[config.mk]
export PLATFORM = sky130hd
export DESIGN_NAME = paged_slot_select
export DESIGN_NICKNAME = d
export VERILOG_FILES = /design/src/rtl/slot_sel_pkg.sv /design/src/rtl/page_map_reg.sv /design/src/rtl/boot_hold.sv /design/src/rtl/slot_mux.sv /design/src/rtl/slot_decoder.sv /design/src/rtl/paged_slot_select.sv
export SDC_FILE = /design/constraint.sdc
export NUM_CORES = 1
export LEC_CHECK = 0
export BUFFER_PORTS_ARGS = -buffer_cell sky130_fd_sc_hd__clkbuf_2
export CELL_PAD_IN_SITES_DETAIL_PLACEMENT = 1
export CELL_PAD_IN_SITES_GLOBAL_PLACEMENT = 1
export CORE_MARGIN = 4
export CORE_UTILIZATION = 26
export DETAILED_ROUTE_END_ITERATION = 8
export PLACE_DENSITY_LB_ADDON = 0.1
export SLEW_MARGIN = 20
export SYNTH_ARGS = -nofsm -noshare
export SYNTH_HDL_FRONTEND = slang
export SYNTH_SLANG_ARGS = --single-unit
export TNS_END_PERCENT = 50
[constraint.sdc]
create_clock -name clk -period 1.6 [get_ports clk]
set_clock_uncertainty 0.2 [all_clocks]
set_input_delay 0.16 -clock clk [delete_from_list [all_inputs] [get_ports clk]]
set_output_delay 0.16 -clock clk [all_outputs]
set_load 0.02 [all_outputs]
[src/rtl/slot_sel_pkg.sv]
package slot_sel_pkg;

    localparam int NUM_SLOTS = 4;
    localparam int SLOT_W    = $clog2(NUM_SLOTS);
    localparam int NUM_PAGES = 4;
    localparam int PAGE_W    = $clog2(NUM_PAGES);
    localparam int MAP_W     = NUM_PAGES * SLOT_W;
    localparam int CTL_W     = 8;

    typedef logic [SLOT_W-1:0]    slot_t;
    typedef logic [PAGE_W-1:0]    page_t;
    typedef logic [MAP_W-1:0]     map_t;
    typedef logic [NUM_SLOTS-1:0] sel_t;

    // Resolved slot request passed from the mux to the decoder
    typedef struct packed {
        logic  active;
        slot_t slot;
    } slot_req_t;

    function automatic slot_t field_of(input map_t m, input page_t p);
        return m[p*SLOT_W +: SLOT_W];
    endfunction

endpackage

[src/rtl/page_map_reg.sv]
module page_map_reg
    import slot_sel_pkg::*;
(
    input  logic clk,
    input  logic rst,
    input  logic we,
    input  map_t din,
    output map_t map_q
);

    always_ff @(posedge clk) begin
        if (rst)
            map_q <= '0;
        else if (we)
            map_q <= din;
    end

    p_reset_clear_r1: assert property (@(posedge clk) rst |=> map_q == '0);

    p_write_take_r9: assert property (@(posedge clk) disable iff (rst)
        we |=> map_q == $past(din));

    p_hold_r9: assert property (@(posedge clk) disable iff (rst)
        !we |=> $stable(map_q));

endmodule

[src/rtl/boot_hold.sv]
module boot_hold
    import slot_sel_pkg::*;
#(
    parameter int REL_BIT = 4
) (
    input  logic             clk,
    input  logic             rst,
    input  logic             ctl_we,
    input  logic [CTL_W-1:0] ctl_din,
    output logic             boot_q
);

    logic release_hit;
    assign release_hit = ctl_we && ctl_din[REL_BIT];

    // Set by reset, cleared only by the release bit
    always_ff @(posedge clk) begin
        if (rst)
            boot_q <= 1'b1;
        else if (release_hit)
            boot_q <= 1'b0;
    end

    p_reset_set_r1: assert property (@(posedge clk) rst |=> boot_q);

    p_release_r4: assert property (@(posedge clk) disable iff (rst)
        (ctl_we && ctl_din[REL_BIT]) |=> !boot_q);

    p_hold_flag_r3: assert property (@(posedge clk) disable iff (rst)
        (boot_q && !(ctl_we && ctl_din[REL_BIT])) |=> boot_q);

    p_no_reassert_r4: assert property (@(posedge clk) disable iff (rst)
        !boot_q |=> !boot_q);

endmodule

[src/rtl/slot_mux.sv]
module slot_mux
    import slot_sel_pkg::*;
(
    input  map_t      map_q,
    input  page_t     page,
    input  logic      boot,
    input  logic      mem_req,
    output slot_req_t req
);

    slot_t fields [NUM_PAGES];

    genvar gp;
    generate
        for (gp = 0; gp < NUM_PAGES; gp++) begin : g_field
            assign fields[gp] = field_of(map_q, page_t'(gp));
        end
    endgenerate

    // Boot flag disables the mux: the slot number reads as zero
    always_comb begin
        req.active = mem_req;
        req.slot   = boot ? '0 : fields[page];
    end

    always_comb begin
        if (boot) a_boot_slot0_r2: assert (req.slot == '0);
    end

endmodule

[src/rtl/slot_decoder.sv]
module slot_decoder
    import slot_sel_pkg::*;
(
    input  slot_req_t req,
    output sel_t      sel_n
);

    genvar gs;
    generate
        for (gs = 0; gs < NUM_SLOTS; gs++) begin : g_line
            assign sel_n[gs] = !(req.active && (req.slot == slot_t'(gs)));
        end
    endgenerate

endmodule

[src/rtl/paged_slot_select.sv]
module paged_slot_select
    import slot_sel_pkg::*;
#(
    parameter int REL_BIT = 4
) (
    input  logic             clk,
    input  logic             rst,
    input  logic [PAGE_W-1:0] addr_hi,
    input  logic             mem_req,
    input  logic             map_we,
    input  logic [MAP_W-1:0] map_din,
    input  logic             ctl_we,
    input  logic [CTL_W-1:0] ctl_din,
    output logic [NUM_SLOTS-1:0] slot_sel_n
);

    map_t      map_q;
    logic      boot_q;
    slot_req_t req;

    page_map_reg i_map (
        .clk   (clk),
        .rst   (rst),
        .we    (map_we),
        .din   (map_din),
        .map_q (map_q)
    );

    boot_hold #(.REL_BIT(REL_BIT)) i_boot (
        .clk     (clk),
        .rst     (rst),
        .ctl_we  (ctl_we),
        .ctl_din (ctl_din),
        .boot_q  (boot_q)
    );

    slot_mux i_mux (
        .map_q   (map_q),
        .page    (addr_hi),
        .boot    (boot_q),
        .mem_req (mem_req),
        .req     (req)
    );

    slot_decoder i_dec (
        .req   (req),
        .sel_n (slot_sel_n)
    );

    p_idle_high_r6: assert property (@(posedge clk) disable iff (rst)
        !mem_req |-> slot_sel_n == '1);

    p_one_low_r7: assert property (@(posedge clk) disable iff (rst)
        $onehot0(~slot_sel_n));

    p_req_low_r7: assert property (@(posedge clk) disable iff (rst)
        mem_req |-> $countones(~slot_sel_n) == 1);

    p_boot_page_r2: assert property (@(posedge clk) disable iff (rst)
        (boot_q && mem_req) |-> slot_sel_n == 4'b1110);

    p_reset_slot0_r8: assert property (@(posedge clk)
        (rst && !map_we && !ctl_we) |=> (mem_req |-> slot_sel_n == 4'b1110));

endmodule

==> run summary, run 1 <==
Overall Power = 0.514 mW
Die footprint = 2190 µm²
GRT Util Overall = 11.5%
# H-tree levels = 1
Lkg Pwr = 0.309 nW
RSZ-0062 raised after global routing = yes
CTS Buf Count = 3
Drt wl/cell = 12.3 µm
Period utilization = 112%
Max-cap violations = 0
Hold Path Class = in -> reg
Total Nets Final = 92
Routed Wire Length = 1030 µm
Worst-path clk slew = 0.06 ns
Mapped Avg Cell Area = 10.6 µm²
Final setup fails = 4
Rel. slew slack = 81.9%
Post-DP HPWL = 814 µm
Pwr Density = 784 nW/µm²
Total congestion overflow = 0
F_max = 0.558 GHz
Ports = 27
Synth unique cells = 12
TritonCTS clock tree = done
Starting Density = 28.9%
Synth Net Count = 60
Peak fanout along the critical path = 4
First-pass GRT wire length = 1730 µm
Num rows = 13
Post-Route Setup TNS = -0.671 ns
Slew @ Worst Pin = 0.272 ns
Syn Std Cell Area = 390 µm²
Drt via density = 4.55
Critical Path AT = 1.43 ns
Slew Viols, Final = 0
DP Worst Slack = 0.0686 ns
RD Place Congestion = 0.681
# clock sinks = 9
Final Hold Fails = 0
Largest net degree at the start of global routing = 10
Status = finished, violations left
Fin util = 48.6%
# Post-CTS Setup Buffers = 0
Crit start category = flip-flop
Initial DRT Pass Iterations = 3
FF+latch count, synth = 9
Critical-path cell list = mux4_2, nand3b_1, buf_6
Crit. End Element = primary output
Period minus WS final = 1.79 ns
Buffers & Inverters on Critical Path = 1
Die width = 46.8 µm
Core Area = 1350 µm²
Via count = 378
Post-route DRC violation count = 0
Kind of critical path = reg -> out
Initial drt markers = 1
CP Data Required Time = 1.24 ns
Yosys warnings = 0
IO buf count = 19
Mapped Cells = 37
Vias in the first global route = 385
Layout cells sized above 1 = 42.6%
Clock root cell = clkbuf_4
Filler instances = 148
Final worst slack = -0.192 ns
Die H = 46.8 µm
Post-DRT Antenna Nets = 0
Sequential area share after synthesis = 46.2%
CP peak stage delay = 0.51 ns
Delay-heaviest family, CP = multiplexers
VDD IR max = 0.434 mV
Clk_lat worst skew = 0.25 ns
Failing checks = setup timing
Layout area overhead = 67.9%
CP max stage cell = mux4_2
CTS Buffer Depth = 2
Antenna Cells = 0
Antenna violations before repair = 0
==> registers in the layout, indices dropped and copies added (netlist names) <==
signal / flops
i_map.map_q: 8
i_boot.boot_q: 1
==> metrics by stage <==
step           std cells  hold WS (ns)  cell area (µm²)
5_1_grt               83        0.0188              656
3_5_place_dp          69         0.208              495
2_1_floorplan         37         0.107              390
4_1_cts               83       0.00560              631
6_report              83       0.00814              656
3_3_place_gp          69         0.197              495
==> layout by cell type, fill, tap and decap left out <==
master          instances
clkbuf_2               15
nor2_1                  8
nor2b_1                 1
o21ai_2                 1
clkbuf_4                3
dfxtp_1                 6
mux4_2                  2
clkbuf_1                1
nand3b_1                2
buf_6                   2
nand3_1                 1
a21o_1                  1
dlymetal6s4s_1          1
dlygate4sd3_1           9
nand2_1                 1
buf_2                   1
dfxtp_2                 3
mux2i_1                 8
nor2_2                  1
clkbuf_8                1
==> power breakdown <==
| part | leakage, nW | internal, mW | switching, mW | total (mW) |
|---|---|---|---|---|
| clock | 0.0150 | 0.0958 | 0.0749 | 0.171 |
| sequential | 0.0754 | 0.239 | 0.00787 | 0.247 |
| combinational | 0.219 | 0.0584 | 0.0385 | 0.0969 |
==> timing repair <==
| item | in CTS | in global routing |
|---|---|---|
| hold buffers | 10 | 0 |
| pin swaps | 0 | 1 |
| endpoints found under the setup margin | 4 | 5 |
| gates resized for setup | 2 | 13 |
| endpoints found under the hold margin | 9 | 0 |
==> path summary, 6_finish.rpt <==
path / cells past startpoint / from / slack, ns / to
hold reg to reg: 2 / i_map.map_q[7]$_SDFFE_PP0P_ / 0.29 / i_map.map_q[7]$_SDFFE_PP0P_
hold / removal: 2 / rst / 0.008 / i_map.map_q[7]$_SDFFE_PP0P_
setup reg to reg: 2 / i_map.map_q[4]$_SDFFE_PP0P_ / 0.79 / i_map.map_q[4]$_SDFFE_PP0P_
setup / recovery: 3 / i_map.map_q[6]$_SDFFE_PP0P_ / -0.19 / slot_sel_n[2]
==> worst register-to-register path: cells and delay by family, from the launching register on <==
kind	cells	cell delay, ns
flip-flops	1	0.32
multiplexers	1	0.13
AND/OR/NAND/NOR	1	0.05
==> routing by layer <==
layer	share of wire (%)	track usage [%]	vias to the layer above
met5	0	0	-
met1	38	13.3	173
li1	-	-	192
met2	54	20.6	13
met4	0	4.97	0
met3	8.6	2.30	0
==> kinds of logic after synthesis <==
kind of cell           after synthesis  share of synthesized area (%)
AND/OR/NAND/NOR                     14                           16.3
multiplexers                        10                           32.1
flip-flops                           9                           46.2
AO/OA/AOI/OAI                        2                           3.20
buffers and inverters                2                           2.24
==> cell usage after synthesis <==
library cell / instances / area (µm²)
a21o_1: 1 / 7.51
buf_2: 1 / 5.00
clkbuf_1: 1 / 3.75
dfxtp_1: 9 / 180
mux2i_1: 8 / 80.1
mux4_2: 2 / 45.0
nand2_1: 1 / 3.75
nand3_1: 1 / 5.00
nand3b_1: 2 / 15.0
nor2_1: 9 / 33.8
nor2b_1: 1 / 6.26
o21ai_1: 1 / 5.00
==> final cells by class <==
cell class / count / area, µm² / area share [%]
multi-input cells: 26 / 208 / 31.7
well taps: 15 / 18.8 / 2.86
flip-flops and latches: 9 / 184 / 28.1
repair buffers: 29 / 219 / 33.4
clock buffers: 4 / 26.3 / 4.01
Power figures use the tool's default switching activity.
==> run 2, diff against run 1 <==
--- a/config.mk
+++ b/config.mk
@@ -12,6 +12,7 @@
 export CORE_UTILIZATION = 26
 export DETAILED_ROUTE_END_ITERATION = 8
 export PLACE_DENSITY_LB_ADDON = 0.1
+export REMOVE_ABC_BUFFERS = 1
 export SLEW_MARGIN = 20
 export SYNTH_ARGS = -nofsm -noshare
 export SYNTH_HDL_FRONTEND = slang
==> run 2 against run 1 <==
  * The flow finishes with violations (hold timing, setup timing)
  * Count of clock-buffer cells in the layout unchanged
  * Cell count grew 6.0%
  * Largest cell class unchanged
  * Critical path type unchanged
  * Sequential share of layout area down 2.2 points
  * Worst setup slack worse by 0.024 ns
  * Core utilization rose by 3.3 points
==> run summary, run 2 (synthesized netlist as in run 1, its figures left out) <==
Status = finished, violations left
Failing checks = hold timing, setup timing
Core Area = 1350 µm² (unchanged)
Kind of critical path = reg -> out
CTS Buf Count = 3 (unchanged)
Clk_lat worst skew = 0.27 ns (+0.02 ns)
NetSw = 0.130 mW (+7.2%)
Drt wl/cell = 13.1 µm (+6.0%)
Clock root cell = clkbuf_4
Int Pwr = 0.401 mW (+2.1%)
CP max stage cell = mux4_2
Most frequent cells in the layout = clkbuf_2, dlygate4sd3_1, mux2i_1, nor2_1, dfxtp_1
Final setup fails = 5 (+1)
RD Place Congestion = 0.723 (+6.2%)
Reg power frac = 46.3% (-1.7 points)
Post-DP HPWL = 808 µm (-0.76%)
Lkg Pwr = 0.370 nW (+20%)
Biggest register = i_map.map_q
Antenna Cells = 0 (unchanged)
CP Data Required Time = 1.24 ns (about the same)
Hold slack final = -0.00318 ns (-0.0113 ns)
Critical-path cell list = mux4_2, nand3b_1, buf_6
TritonCTS clock tree = done
Largest registers = i_map.map_q (8), i_boot.boot_q (1)
Drt via density = 4.67 (+2.6%)
# H-tree levels = 1 (unchanged)
Max-cap violations = 0 (unchanged)
Layout cells sized above 1 = 35.6% (-7.0 points)
Critical Path AT = 1.46 ns (+0.03 ns)
Inst Count DP = 69 (unchanged)
Largest net degree at the start of global routing = 10 (unchanged)
First-pass GRT wire length = 1860 µm (+8.0%)
Initial DRT Pass Iterations = 3 (unchanged)
Final Hold Fails = 3 (+3)
Total Nets Final = 97 (+5.4%)
Die width = 46.8 µm (unchanged)
Most common cell after layout, fill and taps aside = clkbuf_2
Ports = 27 (unchanged)
Vias in the first global route = 420 (+9.1%)
RSZ-0062 raised after global routing = yes
VDD IR max = 0.423 mV (-2.6%)
Crit start category = flip-flop
Antenna violations before repair = 0 (unchanged)
GRT Util Overall = 12.9% (+1.4 points)
Crit. End Element = primary output
Peak fanout along the critical path = 4 (unchanged)
# clock sinks = 9 (unchanged)
Post-DRT Antenna Nets = 0 (unchanged)
Largest register FFs = 8 (unchanged)
Starting Density = 28.9% (unchanged)
Comb power frac = 20.1% (+1.3 points)
Routed Wire Length = 1150 µm (+12%)
Slew Viols, Final = 0 (unchanged)
Die footprint = 2190 µm² (unchanged)
Total congestion overflow = 0 (unchanged)
Die H = 46.8 µm (unchanged)
Overall Power = 0.531 mW (+3.3%)
Hold Path Class = in -> reg
Post-Route Setup TNS = -0.718 ns (-0.0465 ns)
IO buf count = 19 (unchanged)
Rel. slew slack = 81.7% (-0.14 points)
Clk pwr share = 33.6% (+0.4 points)
Period utilization = 113% (+1.5 points)
Switching portion of total power = 24.5% (+0.89 points)
Via count = 411 (+8.7%)
Pwr Density = 758 nW/µm² (-3.4%)
Initial drt markers = 5 (+4)
Num rows = 13 (unchanged)
CTS Buffer Depth = 2 (unchanged)
Final worst slack = -0.216 ns (-0.0237 ns)
Slew @ Worst Pin = 0.274 ns (+0.00215 ns)
CP peak stage delay = 0.51 ns (about the same)
Final instance count without filler cells = 88 (+6.0%)
F_max = 0.551 GHz (-1.3%)
Worst-path clk slew = 0.06 ns (about the same)
Post-route DRC violation count = 0 (unchanged)
Period minus WS final = 1.82 ns (+0.0237 ns)
Layout area overhead = 79.5%
==> run 2: critical path: cells and delay by family (launching register included) <==
| kind | cells | cell delay, ns |
|---|---|---|
| mux | 1 | 0.51 |
| flops | 1 | 0.32 |
| buf+inv | 1 | 0.15 |
| simple gates | 1 | 0.21 |
==> run 2: final timing paths <==
check             slack [ns]  depth (start not counted)                          end                        start
hold reg to reg         0.28                          1   i_boot.boot_q$_SDFFE_PP1P_   i_boot.boot_q$_SDFFE_PP1P_
setup reg to reg        0.21                          3  i_map.map_q[5]$_SDFFE_PP0P_  i_map.map_q[5]$_SDFFE_PP0P_
hold / removal        -0.003                          2  i_map.map_q[2]$_SDFFE_PP0P_                          rst
setup / recovery       -0.22                          3                slot_sel_n[2]  i_map.map_q[6]$_SDFFE_PP0P_
==> run 2: power by group through the flow <==
| stage | logic, mW | clock network (mW) | registers, mW |
|---|---|---|---|
| 2_1_floorplan | 0.0380 | 0 | 0.247 |
| 3_3_place_gp | 0.0685 | 0 | 0.249 |
| 3_5_place_dp | 0.0724 | 0 | 0.251 |
| 5_1_grt | 0.117 | 0.205 | 0.248 |
| 4_1_cts | 0.103 | 0.188 | 0.245 |
| 6_report | 0.107 | 0.179 | 0.246 |
==> run 2: what timing repair did <==
action                                  4_1_cts  5_1_grt
setup buffers                                 0        0
gates cloned                                  0        0
resized for setup                             3       10
pin swaps                                     1        1
endpoints found under the setup margin        4        9
hold buffers                                 15        0
endpoints found under the hold margin         9        0
==> run 2: per-layer routing <==
| metal | up-vias | wire length, µm | track usage [%] |
|---|---|---|---|
| met1 | 190 | 433 | 13.7 |
| met5 | - | 0 | 0 |
| met2 | 16 | 574 | 21.7 |
| met3 | 2 | 127 | 6.90 |
| met4 | 0 | 17 | 4.97 |
| li1 | 203 | - | - |
==> run 2: cell type report <==
type,instances,area [µm²]
Tap cell,15,18.8
Timing Repair Buffer,34,270
Fill cell,153,649
Sequential cell,9,181
Multi-Input combinational cell,26,204
Clock buffer,4,26.3
==> run 2: metrics by stage <==
stage                     setup WS, ns  area [µm²]  utilization, %
final                           -0.216         701            51.9
after global routing            -0.287         701            51.9
after CTS                       -0.215         683            50.6
after detailed placement        0.0520         495            36.7
after global placement          0.0838         495            36.7
after floorplan                  0.181         382               -
